**src/rtl/msi_cap_pkg.sv**
```systemverilog
package msi_cap_pkg;

    parameter int unsigned REG_AW = 12;

    localparam logic [REG_AW-1:0] OFF_BASE_LO = 12'h820;
    localparam logic [REG_AW-1:0] OFF_BASE_HI = 12'h824;
    localparam logic [REG_AW-1:0] OFF_ENABLE  = 12'h828;
    localparam logic [REG_AW-1:0] OFF_MASK    = 12'h82C;
    localparam logic [REG_AW-1:0] OFF_PENDING = 12'h830;

    typedef enum logic [2:0] {
        SEL_NONE,
        SEL_BASE_LO,
        SEL_BASE_HI,
        SEL_ENABLE,
        SEL_MASK,
        SEL_PENDING
    } reg_sel_e;

    function automatic reg_sel_e decode_offset(input logic [REG_AW-1:0] off);
        reg_sel_e sel;
        case (off)
            OFF_BASE_LO: sel = SEL_BASE_LO;
            OFF_BASE_HI: sel = SEL_BASE_HI;
            OFF_ENABLE:  sel = SEL_ENABLE;
            OFF_MASK:    sel = SEL_MASK;
            OFF_PENDING: sel = SEL_PENDING;
            default:     sel = SEL_NONE;
        endcase
        return sel;
    endfunction

endpackage

```
**src/rtl/msi_cap_regfile.sv**
```systemverilog
module msi_cap_regfile
    import msi_cap_pkg::*;
#(
    parameter int unsigned DATA_W = 32,
    localparam int unsigned BASE_W = 2 * DATA_W
) (
    input  logic              clk,
    input  logic              rst_n,
    input  logic              reg_valid,
    input  logic              reg_write,
    input  logic [REG_AW-1:0] reg_addr,
    input  logic [DATA_W-1:0] reg_wdata,
    input  logic [DATA_W-1:0] pending_i,
    output logic [BASE_W-1:0] base_o,
    output logic [DATA_W-1:0] enable_o,
    output logic [DATA_W-1:0] mask_o,
    output logic              pend_wr_o,
    output logic [DATA_W-1:0] pend_wval_o,
    output logic [DATA_W-1:0] rdata_o,
    output logic              rvalid_o
);

    typedef struct packed {
        logic [BASE_W-1:0] base;
        logic [DATA_W-1:0] en;
        logic [DATA_W-1:0] mask;
        logic [DATA_W-1:0] rdata;
        logic              rvalid;
    } regs_t;

    regs_t    regs_d, regs_q;
    reg_sel_e sel;
    logic     wr_req, rd_req;

    always_comb begin
        sel    = decode_offset(reg_addr);
        wr_req = reg_valid && reg_write;
        rd_req = reg_valid && !reg_write;
        regs_d = regs_q;
        regs_d.rvalid = 1'b0;
        if (wr_req) begin
            case (sel)
                SEL_BASE_LO: regs_d.base[DATA_W-1:0]      = reg_wdata;
                SEL_BASE_HI: regs_d.base[BASE_W-1:DATA_W] = reg_wdata;
                SEL_ENABLE:  regs_d.en   = reg_wdata;
                SEL_MASK:    regs_d.mask = reg_wdata;
                default: ;
            endcase
        end
        if (rd_req) begin
            regs_d.rvalid = 1'b1;
            case (sel)
                SEL_BASE_LO: regs_d.rdata = regs_q.base[DATA_W-1:0];
                SEL_BASE_HI: regs_d.rdata = regs_q.base[BASE_W-1:DATA_W];
                SEL_ENABLE:  regs_d.rdata = regs_q.en;
                SEL_MASK:    regs_d.rdata = regs_q.mask;
                SEL_PENDING: regs_d.rdata = pending_i;
                default:     regs_d.rdata = '0;
            endcase
        end
    end

    always_ff @(posedge clk) begin
        if (!rst_n) regs_q <= '0;
        else        regs_q <= regs_d;
    end

    assign base_o      = regs_q.base;
    assign enable_o    = regs_q.en;
    assign mask_o      = regs_q.mask;
    assign rdata_o     = regs_q.rdata;
    assign rvalid_o    = regs_q.rvalid;
    assign pend_wr_o   = wr_req && (sel == SEL_PENDING);
    assign pend_wval_o = reg_wdata;

    p_base_hi_kept_r2: assert property (@(posedge clk) disable iff (!rst_n)
        (wr_req && sel == SEL_BASE_LO) |=> $stable(regs_q.base[BASE_W-1:DATA_W]));
    p_base_lo_kept_r2: assert property (@(posedge clk) disable iff (!rst_n)
        (wr_req && sel == SEL_BASE_HI) |=> $stable(regs_q.base[DATA_W-1:0]));
    p_read_pending_r3: assert property (@(posedge clk) disable iff (!rst_n)
        (rd_req && sel == SEL_PENDING) |=> (rvalid_o && rdata_o == $past(pending_i)));
    p_unmapped_zero_r12: assert property (@(posedge clk) disable iff (!rst_n)
        (rd_req && sel == SEL_NONE) |=> (rdata_o == '0));

endmodule

```
**src/rtl/msi_cap_window.sv**
```systemverilog
module msi_cap_window #(
    parameter int unsigned DATA_W = 32,
    localparam int unsigned BASE_W  = 2 * DATA_W,
    localparam int unsigned BE_W    = DATA_W / 8,
    localparam int unsigned ALIGN_W = $clog2(BE_W),
    localparam int unsigned IDX_W   = $clog2(DATA_W)
) (
    input  logic              clk,
    input  logic              rst_n,
    input  logic              inb_valid,
    input  logic [BASE_W-1:0] inb_addr,
    input  logic [BE_W-1:0]   inb_be,
    input  logic [DATA_W-1:0] inb_data,
    input  logic [BASE_W-1:0] base_i,
    input  logic [DATA_W-1:0] enable_i,
    output logic              evt_o,
    output logic [DATA_W-1:0] onehot_o
);

    logic window_open;
    logic addr_hit;
    logic in_range;

    assign window_open = |enable_i;
    assign addr_hit    = inb_valid && window_open && (&inb_be)
                         && (inb_addr[ALIGN_W-1:0] == '0)
                         && (inb_addr == base_i);
    assign in_range    = (inb_data[DATA_W-1:IDX_W] == '0);

    for (genvar v = 0; v < DATA_W; v++) begin : g_vec
        assign onehot_o[v] = addr_hit && in_range && enable_i[v]
                             && (inb_data[IDX_W-1:0] == IDX_W'(v));
    end

    assign evt_o = |onehot_o;

    p_single_vector_r4: assert property (@(posedge clk) disable iff (!rst_n)
        evt_o |-> ($countones(onehot_o) == 1));
    p_closed_window_r5: assert property (@(posedge clk) disable iff (!rst_n)
        (enable_i == '0) |-> !evt_o);
    p_aligned_only_r7: assert property (@(posedge clk) disable iff (!rst_n)
        evt_o |-> (inb_addr == base_i && inb_be == '1));
    p_range_r6: assert property (@(posedge clk) disable iff (!rst_n)
        (inb_data >= DATA_W) |-> !evt_o);

endmodule

```
**src/rtl/msi_cap_status.sv**
```systemverilog
module msi_cap_status #(
    parameter int unsigned DATA_W = 32
) (
    input  logic              clk,
    input  logic              rst_n,
    input  logic              evt_i,
    input  logic [DATA_W-1:0] onehot_i,
    input  logic              pend_wr_i,
    input  logic [DATA_W-1:0] pend_wval_i,
    input  logic [DATA_W-1:0] mask_i,
    output logic [DATA_W-1:0] pending_o,
    output logic              irq_o
);

    typedef struct packed {
        logic [DATA_W-1:0] pend;
        logic              irq;
    } st_t;

    st_t               st_d, st_q;
    logic [DATA_W-1:0] merged;

    always_comb begin
        st_d   = st_q;
        merged = st_q.pend;
        if (pend_wr_i) merged = merged ^ pend_wval_i;
        if (evt_i)     merged = merged | onehot_i;
        st_d.pend = merged;
        if (evt_i && |(merged & ~mask_i))      st_d.irq = 1'b1;
        else if (pend_wr_i && merged == '0)    st_d.irq = 1'b0;
    end

    always_ff @(posedge clk) begin
        if (!rst_n) st_q <= '0;
        else        st_q <= st_d;
    end

    assign pending_o = st_q.pend;
    assign irq_o     = st_q.irq;

    p_capture_sets_r4: assert property (@(posedge clk) disable iff (!rst_n)
        evt_i |=> ((st_q.pend & $past(onehot_i)) == $past(onehot_i)));
    p_idle_stable_r5: assert property (@(posedge clk) disable iff (!rst_n)
        (!evt_i && !pend_wr_i) |=> ($stable(st_q.pend) && $stable(st_q.irq)));
    p_rise_cause_r9: assert property (@(posedge clk) disable iff (!rst_n)
        $rose(st_q.irq) |-> $past(evt_i));
    p_fall_cause_r10: assert property (@(posedge clk) disable iff (!rst_n)
        $fell(st_q.irq) |-> ($past(pend_wr_i) && st_q.pend == '0));
    p_irq_has_pending_r10: assert property (@(posedge clk) disable iff (!rst_n)
        st_q.irq |-> (st_q.pend != '0));

endmodule

```
**src/rtl/msi_capture_irq.sv**
```systemverilog
module msi_capture_irq
    import msi_cap_pkg::*;
#(
    parameter int unsigned DATA_W = 32,
    localparam int unsigned BASE_W = 2 * DATA_W,
    localparam int unsigned BE_W   = DATA_W / 8
) (
    input  logic              clk,
    input  logic              rst_n,
    input  logic              reg_valid,
    input  logic              reg_write,
    input  logic [REG_AW-1:0] reg_addr,
    input  logic [DATA_W-1:0] reg_wdata,
    output logic [DATA_W-1:0] reg_rdata,
    output logic              reg_rvalid,
    input  logic              inb_valid,
    input  logic [BASE_W-1:0] inb_addr,
    input  logic [BE_W-1:0]   inb_be,
    input  logic [DATA_W-1:0] inb_data,
    output logic              irq
);

    logic [BASE_W-1:0] base_w;
    logic [DATA_W-1:0] enable_w, mask_w, pend_wval_w, pending_w, onehot_w;
    logic              pend_wr_w, evt_w;

    msi_cap_regfile #(.DATA_W(DATA_W)) u_regs (
        .clk        (clk),
        .rst_n      (rst_n),
        .reg_valid  (reg_valid),
        .reg_write  (reg_write),
        .reg_addr   (reg_addr),
        .reg_wdata  (reg_wdata),
        .pending_i  (pending_w),
        .base_o     (base_w),
        .enable_o   (enable_w),
        .mask_o     (mask_w),
        .pend_wr_o  (pend_wr_w),
        .pend_wval_o(pend_wval_w),
        .rdata_o    (reg_rdata),
        .rvalid_o   (reg_rvalid)
    );

    msi_cap_window #(.DATA_W(DATA_W)) u_window (
        .clk      (clk),
        .rst_n    (rst_n),
        .inb_valid(inb_valid),
        .inb_addr (inb_addr),
        .inb_be   (inb_be),
        .inb_data (inb_data),
        .base_i   (base_w),
        .enable_i (enable_w),
        .evt_o    (evt_w),
        .onehot_o (onehot_w)
    );

    msi_cap_status #(.DATA_W(DATA_W)) u_status (
        .clk        (clk),
        .rst_n      (rst_n),
        .evt_i      (evt_w),
        .onehot_i   (onehot_w),
        .pend_wr_i  (pend_wr_w),
        .pend_wval_i(pend_wval_w),
        .mask_i     (mask_w),
        .pending_o  (pending_w),
        .irq_o      (irq)
    );

    p_reset_quiet_r1: assert property (@(posedge clk)
        !rst_n |=> (!irq && !reg_rvalid));

endmodule

```
**config.mk**
```make
export PLATFORM = sky130hd
export DESIGN_NAME = msi_capture_irq
export DESIGN_NICKNAME = d
export VERILOG_FILES = /design/src/rtl/msi_cap_pkg.sv /design/src/rtl/msi_cap_regfile.sv /design/src/rtl/msi_cap_window.sv /design/src/rtl/msi_cap_status.sv /design/src/rtl/msi_capture_irq.sv
export SDC_FILE = /design/constraint.sdc
export NUM_CORES = 1
export LEC_CHECK = 0
export BUFFER_PORTS_ARGS = -buffer_cell sky130_fd_sc_hd__buf_2
export CAP_MARGIN = 20
export CORE_MARGIN = 4
export CORE_UTILIZATION = 61
export CTS_CLUSTER_DIAMETER = 120
export DETAILED_ROUTE_END_ITERATION = 10
export GPL_TIMING_DRIVEN = 0
export PLACE_DENSITY = 0.86
export SYNTH_ARGS = -nofsm -noshare
export SYNTH_HDL_FRONTEND = slang
export SYNTH_SLANG_ARGS = --single-unit
export TNS_END_PERCENT = 1
```
**constraint.sdc**
```tcl
create_clock -name clk -period 5 [get_ports clk]
set_input_delay 0.75 -clock clk [delete_from_list [all_inputs] [get_ports clk]]
set_output_delay 0.75 -clock clk [all_outputs]
set_load 0.05 [all_outputs]
```
---- Word level (Yosys, flattened, before mapping) ----
Cells that the tools add are included.
cells by class
  equality and inequality tests ........... 42
  multiplexer cells ....................... 7
  bitwise operators ....................... 4
  reduce and logical (&&, ||, !) cells .... 88
operator list
  operator                                             count
  one-hot mux 32 bit (5 select lines)                  1
  OR reduction 32 bit                                  3
  equality test 5 bit, second input constant           16
  logical AND 1 bit                                    74
  equality test 64 bit                                 1
  two-way mux 32 bit                                   2
  equality test 12 bit, second input constant          5
  equality test 5 x 4 -> 1 bit, second input constant  8
  bitwise AND 32 bit                                   1
  logical NOT 32 bit                                   1
  NOT 32 bit                                           1
  OR 32 bit                                            1
  XOR 32 bit                                           1
  logical NOT 27 bit                                   1
  equality test 5 x 3 -> 1 bit, second input constant  4
  one-hot mux 3 bit (5 select lines)                   1
  equality test 5 x 2 -> 1 bit, second input constant  2
  AND reduction 2 bit                                  4
  equality test 3 x 2 -> 1 bit, second input constant  2
  equality test 3 bit, second input constant           2
  equality test 5 x 1 -> 1 bit, second input constant  1
  logical NOT 5 bit                                    1
  AND reduction 4 bit                                  1
  equality test 3 x 1 -> 1 bit, second input constant  1
  4 further kinds                                      6
storage, ports and cells
  register bits after elaboration ......... 194
  bits of input ports ..................... 149
  output and inout port bits .............. 34
  word-level logic and storage cells ...... 149

---- Logic depth before layout (Yosys ltp) ----
  depth in word-level cells ............... 14
  mapped depth ............................ 11
  depth with buffers taken out ............ 9

---- By module ----
A second synthesis with hierarchy kept.
unflattened totals
  cells, all modules ...................... 1270
  area total of the unflattened synthesis .. 11509.8 um^2
by module, submodules not included
  module           instances  cells each  area an instance (um^2)  sequential area each (um^2)
  msi_cap_regfile  1          764         7583.5                   3223.1
  msi_cap_status   1          291         2287.2                   660.6
  msi_cap_window   1          215         1639.1                   0.0

---- Least setup slack after synthesis ----
No wires, ideal clock.
  kind .................................... input to register
  start ................................... in reg_addr[10]
  end ..................................... reg u_status.st_q (netlist bit u_status.irq_o)
  setup time .............................. 0.132 ns
  arrival time ............................ 3.070 ns
  data required time ...................... 4.868 ns
  path slack .............................. 1.798 ns
  cell stages on the path ................. 9
  buffers on the path ..................... 0
  path through ............................ or4b_1 nor4_4 nand2_1 xor2_1 a2bb2o_1 a211o_1 nor4_1 a311o_1 a21oi_1
on the way
  cells in the longest elaborated chain, start to end .. 11
  elaborated cells between the ends (all ways) .. 18
  those cells by class .................... eq/ne: 6; mux: 4; bitwise: 2; reduce/logical: 6
RTL lines
  element                                                  line                   source
  from (decl)                                              msi_capture_irq.sv:12  input logic [REG_AW-1:0] reg_addr,
  equality test 12 bit                                     msi_cap_pkg.sv:22      case (off)
  one-hot mux 3 bit (5 select lines) (*)                   msi_cap_pkg.sv:22
  equality test 3 bit (*)                                  msi_cap_regfile.sv:73  assign pend_wr_o = wr_req && (sel == SEL_PENDING);
  logical AND 1 bit (*)                                    msi_cap_regfile.sv:73
  two-way mux 32 bit                                       msi_cap_status.sv:26   if (pend_wr_i) merged = merged ^ pend_wval_i;
  OR 32 bit                                                msi_cap_status.sv:27   if (evt_i) merged = merged | onehot_i;
  two-way mux 32 bit                                       msi_cap_status.sv:27
  bitwise AND 32 bit                                       msi_cap_status.sv:29   if (evt_i && |(merged & ~mask_i)) st_d.irq = 1'b1;
  OR reduction 32 bit                                      msi_cap_status.sv:29
  logical AND 1 bit                                        msi_cap_status.sv:29
  two-way mux 1 bit or nonzero test 2 bit (tied branches)  -
  to (signal assigned)                                     msi_cap_status.sv:35   else st_q <= st_d;
  to (decl)                                                msi_cap_status.sv:20   st_t st_d, st_q;
Every way passes the cells marked *; elsewhere a longest branch is shown, timed or not.
A chain may end at the register's enable or synchronous reset.

---- Worst setup path in the final report ----
Same ends and word-level chain as after synthesis.

==> results.ini <==
[outcome]
status = completed

[hold_path]
hp-start = u_regs.rdata_o[3]
holdPathStages = 2
hold_path_end = u_regs.rdata_o[3]
min_path_type = register to register

[worst_setup_path]
r2r_start = u_regs.base_o[36]
reg2reg_to = u_status.irq_o
r2r_slack_ns = 1.14
crit_fanout = 10
cp-end-kind = register
cp.required_ns = 5.30
crit_arrival_ns = 4.31
path_class = input port to register
r2r.worst_path.cells = 9
start_kind = input port

[global_routing]
grt_usage_pct = 47.1
antenna_found_initial = 0
overflow = 0
grt_pass1_wl_um = 70700
grt_pass1_vias = 11900
grt_max_degree = 19

[finish]
multi_input_comb_area_sq_um = 6300
nFillCells = 1311
n_antenna_cell = 0
drive_above_1_share_pct = 16.5
syn_to_final_growth_pct = 16.2
seqCellArea_sq_um = 3880
nets = 1708
finalNonFillerCells = 1792

[clock_network]
cts_inserted_buffers = 17
cts_tree = yes
h-tree-depth = 4
cts_hold_buf = 0
cts_resized = 0
worstSkewPairLatency_ns = 0.45
clk_pin_slew_worst_paths_ns = 0.07
clk_path_buf_depth = 2
cts.sinks = 194
cts_root_buf = clkbuf_16
postCtsSetupRepairBufs = 0

[synth]
synth_area_sq_um = 10600
ys_ff_latch = 194
yosysSeqAreaShare_pct = 36.5
synth_edf_count = 0
postSynthAreaPerCell_sq_um = 7.79
synth.largest_area_cell = dfxtp_1
synth_top_area_share_pct = 36.5
synth_top_cells_by_area = dfxtp_1 37%, nand2_1 9.3%, a21oi_1 6.8%, xor2_1 6.0%, nor2_1 4.7%
synth-main-ff-cell = dfxtp_1
async_flop_share_pct = 0
synth_warnings = 0
synth_nets = 1513
synthCells = 1364
ys_types = 73

[sta]
clock_skew_ns = 0.00906
final-setup-viol-count = 0
timing.setup.tns_ns = 0
finalHoldViolCount = 0
max_slew_margin_pct = 31.4
rsz0062_at_grt = false
layout_worst_path_cycle_share_pct = 80.2
worst_slew_pin_slew_ns = 1.02
min_period_ns = 4.01
fmax_ghz = 0.249
slew_viol_final = 0

[power]
power.leakage_nw = 4.54
pwr-share-comb_pct = 8.6
p_sw_mw = 0.873
clkPwrFrac_pct = 42.6
power_frac_seq_pct = 48.8
powerDensity_nw_per_um2 = 256
swShare_pct = 27.6
ir_drop_uv = 256
intPower_mw = 2.29

[drt]
drt_wl_total_um = 47500
viasPerCell = 7.02
drt_first_pass_iters = 10
drc_errors = 0
avgRoutedWirePerCell_um = 26.5
first_iter_violations = 2826
ant_nets = 0
vias = 12600

[placement]
place_hpwl_um = 36600
dp.cells = 1760
io_buffers = 176
gp_congestion = 1.07

[floorplanning]
fp.dieW_um = 140
num_rows = 47
die-area_sq_um = 19600
fp.coreArea_sq_um = 16800
pin_count = 183
start_util_pct = 63.2
dieHeight_um = 140

[job]
cap_violations = 0

worst max-delay path, stage by stage:
cell and delay, ns:
buf_2 0.09, or4b_1 0.60, nor4_4 0.86, clkbuf_1 0.61, nand2_1 0.15, xor2_1 0.25, nor4b_1 0.48, nand3_1 0.14
o41ai_1 0.26, a21oi_1 0.11
synthesized netlist by cell type (2+ instances only):
master,number
a2111oi_0,2
a211o_1,2
a21oi_1,145
a221o_1,2
a222oi_1,32
a22o_1,32
a22oi_1,8
a31oi_1,6
and2_1,12
and3_1,4
and4_1,2
buf_2,6
clkbuf_1,87
dfxtp_1,194
inv_1,22
mux2_2,30
mux2i_1,35
nand2_1,264
nand2b_1,10
nand3_1,37
nand3b_1,6
nand4_1,19
nor2_1,133
nor2b_1,10
nor3_1,18
nor3b_1,4
nor4_1,34
nor4_4,2
nor4b_1,3
o2111ai_1,5
o21a_1,12
o21ai_0,26
o221ai_1,5
o22a_1,5
o22ai_1,11
o31ai_1,2
or2_2,3
or3_1,2
or4_1,6
xnor2_1,21
xor2_1,73
kinds of logic (layout without fill, tap and decap cells):
family / count (synthesis) / in the layout / synth area share [%]
AOI/OAI and AO/OA: 312 / 312 / 19.5
xor gates and xnor gates: 94 / 94 / 7.75
buffers and inverters: 117 / 325 / 4.20
DFF: 194 / 194 / 36.5
muxes: 66 / 66 / 6.69
and+or+nand+nor: 581 / 581 / 25.3
power groups by stage:
stage / Combinational, mW / Sequential, mW / Clock (mW)
final: 0.271 / 1.54 / 1.35
after global routing: 0.278 / 1.54 / 1.40
after CTS: 0.254 / 1.54 / 1.33
after detailed placement: 0.252 / 1.58 / 0
after global placement: 0.248 / 1.58 / 0
after floorplan: 0.103 / 1.58 / 0
state kept, by name (all words and copies together), names as in the netlist:
signal / count
u_regs.rvalid_o: 1
u_regs.mask_o: 32
u_status.pending_o: 32
u_status.irq_o: 1
u_regs.enable_o: 32
u_regs.base_o: 64
u_regs.rdata_o: 32
area by class of cell:
| cell class | instances | area share [%] |
|---|---|---|
| repair buffers | 176 | 7.14 |
| plain buffers | 94 | 2.92 |
| inverters | 23 | 0.699 |
| clock buffers | 18 | 3.56 |
| flip-flops and latches | 194 | 31.5 |
| well taps | 220 | 2.23 |
| clock inverters | 14 | 0.983 |
| multi-input cells | 1053 | 51.0 |
cells in the final DEF (no fill, tap or decap), drive strengths merged, types with 30 or more instances in the layout:
| master | instances |
|---|---|
| nor2 | 134 |
| clkbuf | 105 |
| dfxtp | 194 |
| buf | 183 |
| a21oi | 145 |
| mux2i | 35 |
| a222oi | 32 |
| mux2 | 30 |
| xor2 | 73 |
| nor4 | 36 |
| a22o | 32 |
| nand2 | 264 |
| nand3 | 37 |
stage by stage:
stage / util (%) / hold WS, ns / total power, mW / cell area (sq um) / setup slack [ns]
finish: 73.4 / 0.485 / 3.16 / 12300 / 0.990
global route: 73.4 / 0.510 / 3.22 / 12300 / 0.982
global placement: 70.1 / 0.460 / 1.83 / 11800 / 0.782
CTS: 73.4 / 0.485 / 3.12 / 12300 / 1.21
detailed placement: 70.1 / 0.470 / 1.83 / 11800 / 0.768
floorplan: - / 0.444 / 1.68 / 10600 / 1.80
worst max path at each step:
stage,from,end,slack [ns],cells after the start
after global placement,reg_addr[10],u_status.irq_o,0.78,11
after floorplan,reg_addr[10],u_status.irq_o,1.80,9
after global routing,reg_addr[10],u_status.irq_o,0.98,10
final,reg_addr[10],u_status.irq_o,0.99,10
after detailed placement,reg_addr[10],u_status.irq_o,0.77,10
after CTS,reg_addr[10],u_status.irq_o,1.21,10
layer usage:
layer | track usage, % | part of all wire, % | vias up
met4 | 28.4 | 8.9 | 0
met2 | 71.0 | 42 | 1212
met5 | 0 | 0 | -
li1 | - | - | 5236
met1 | 58.2 | 34 | 5776
met3 | 16.1 | 16 | 353
Note: power is estimated with default switching activity, not from simulation.
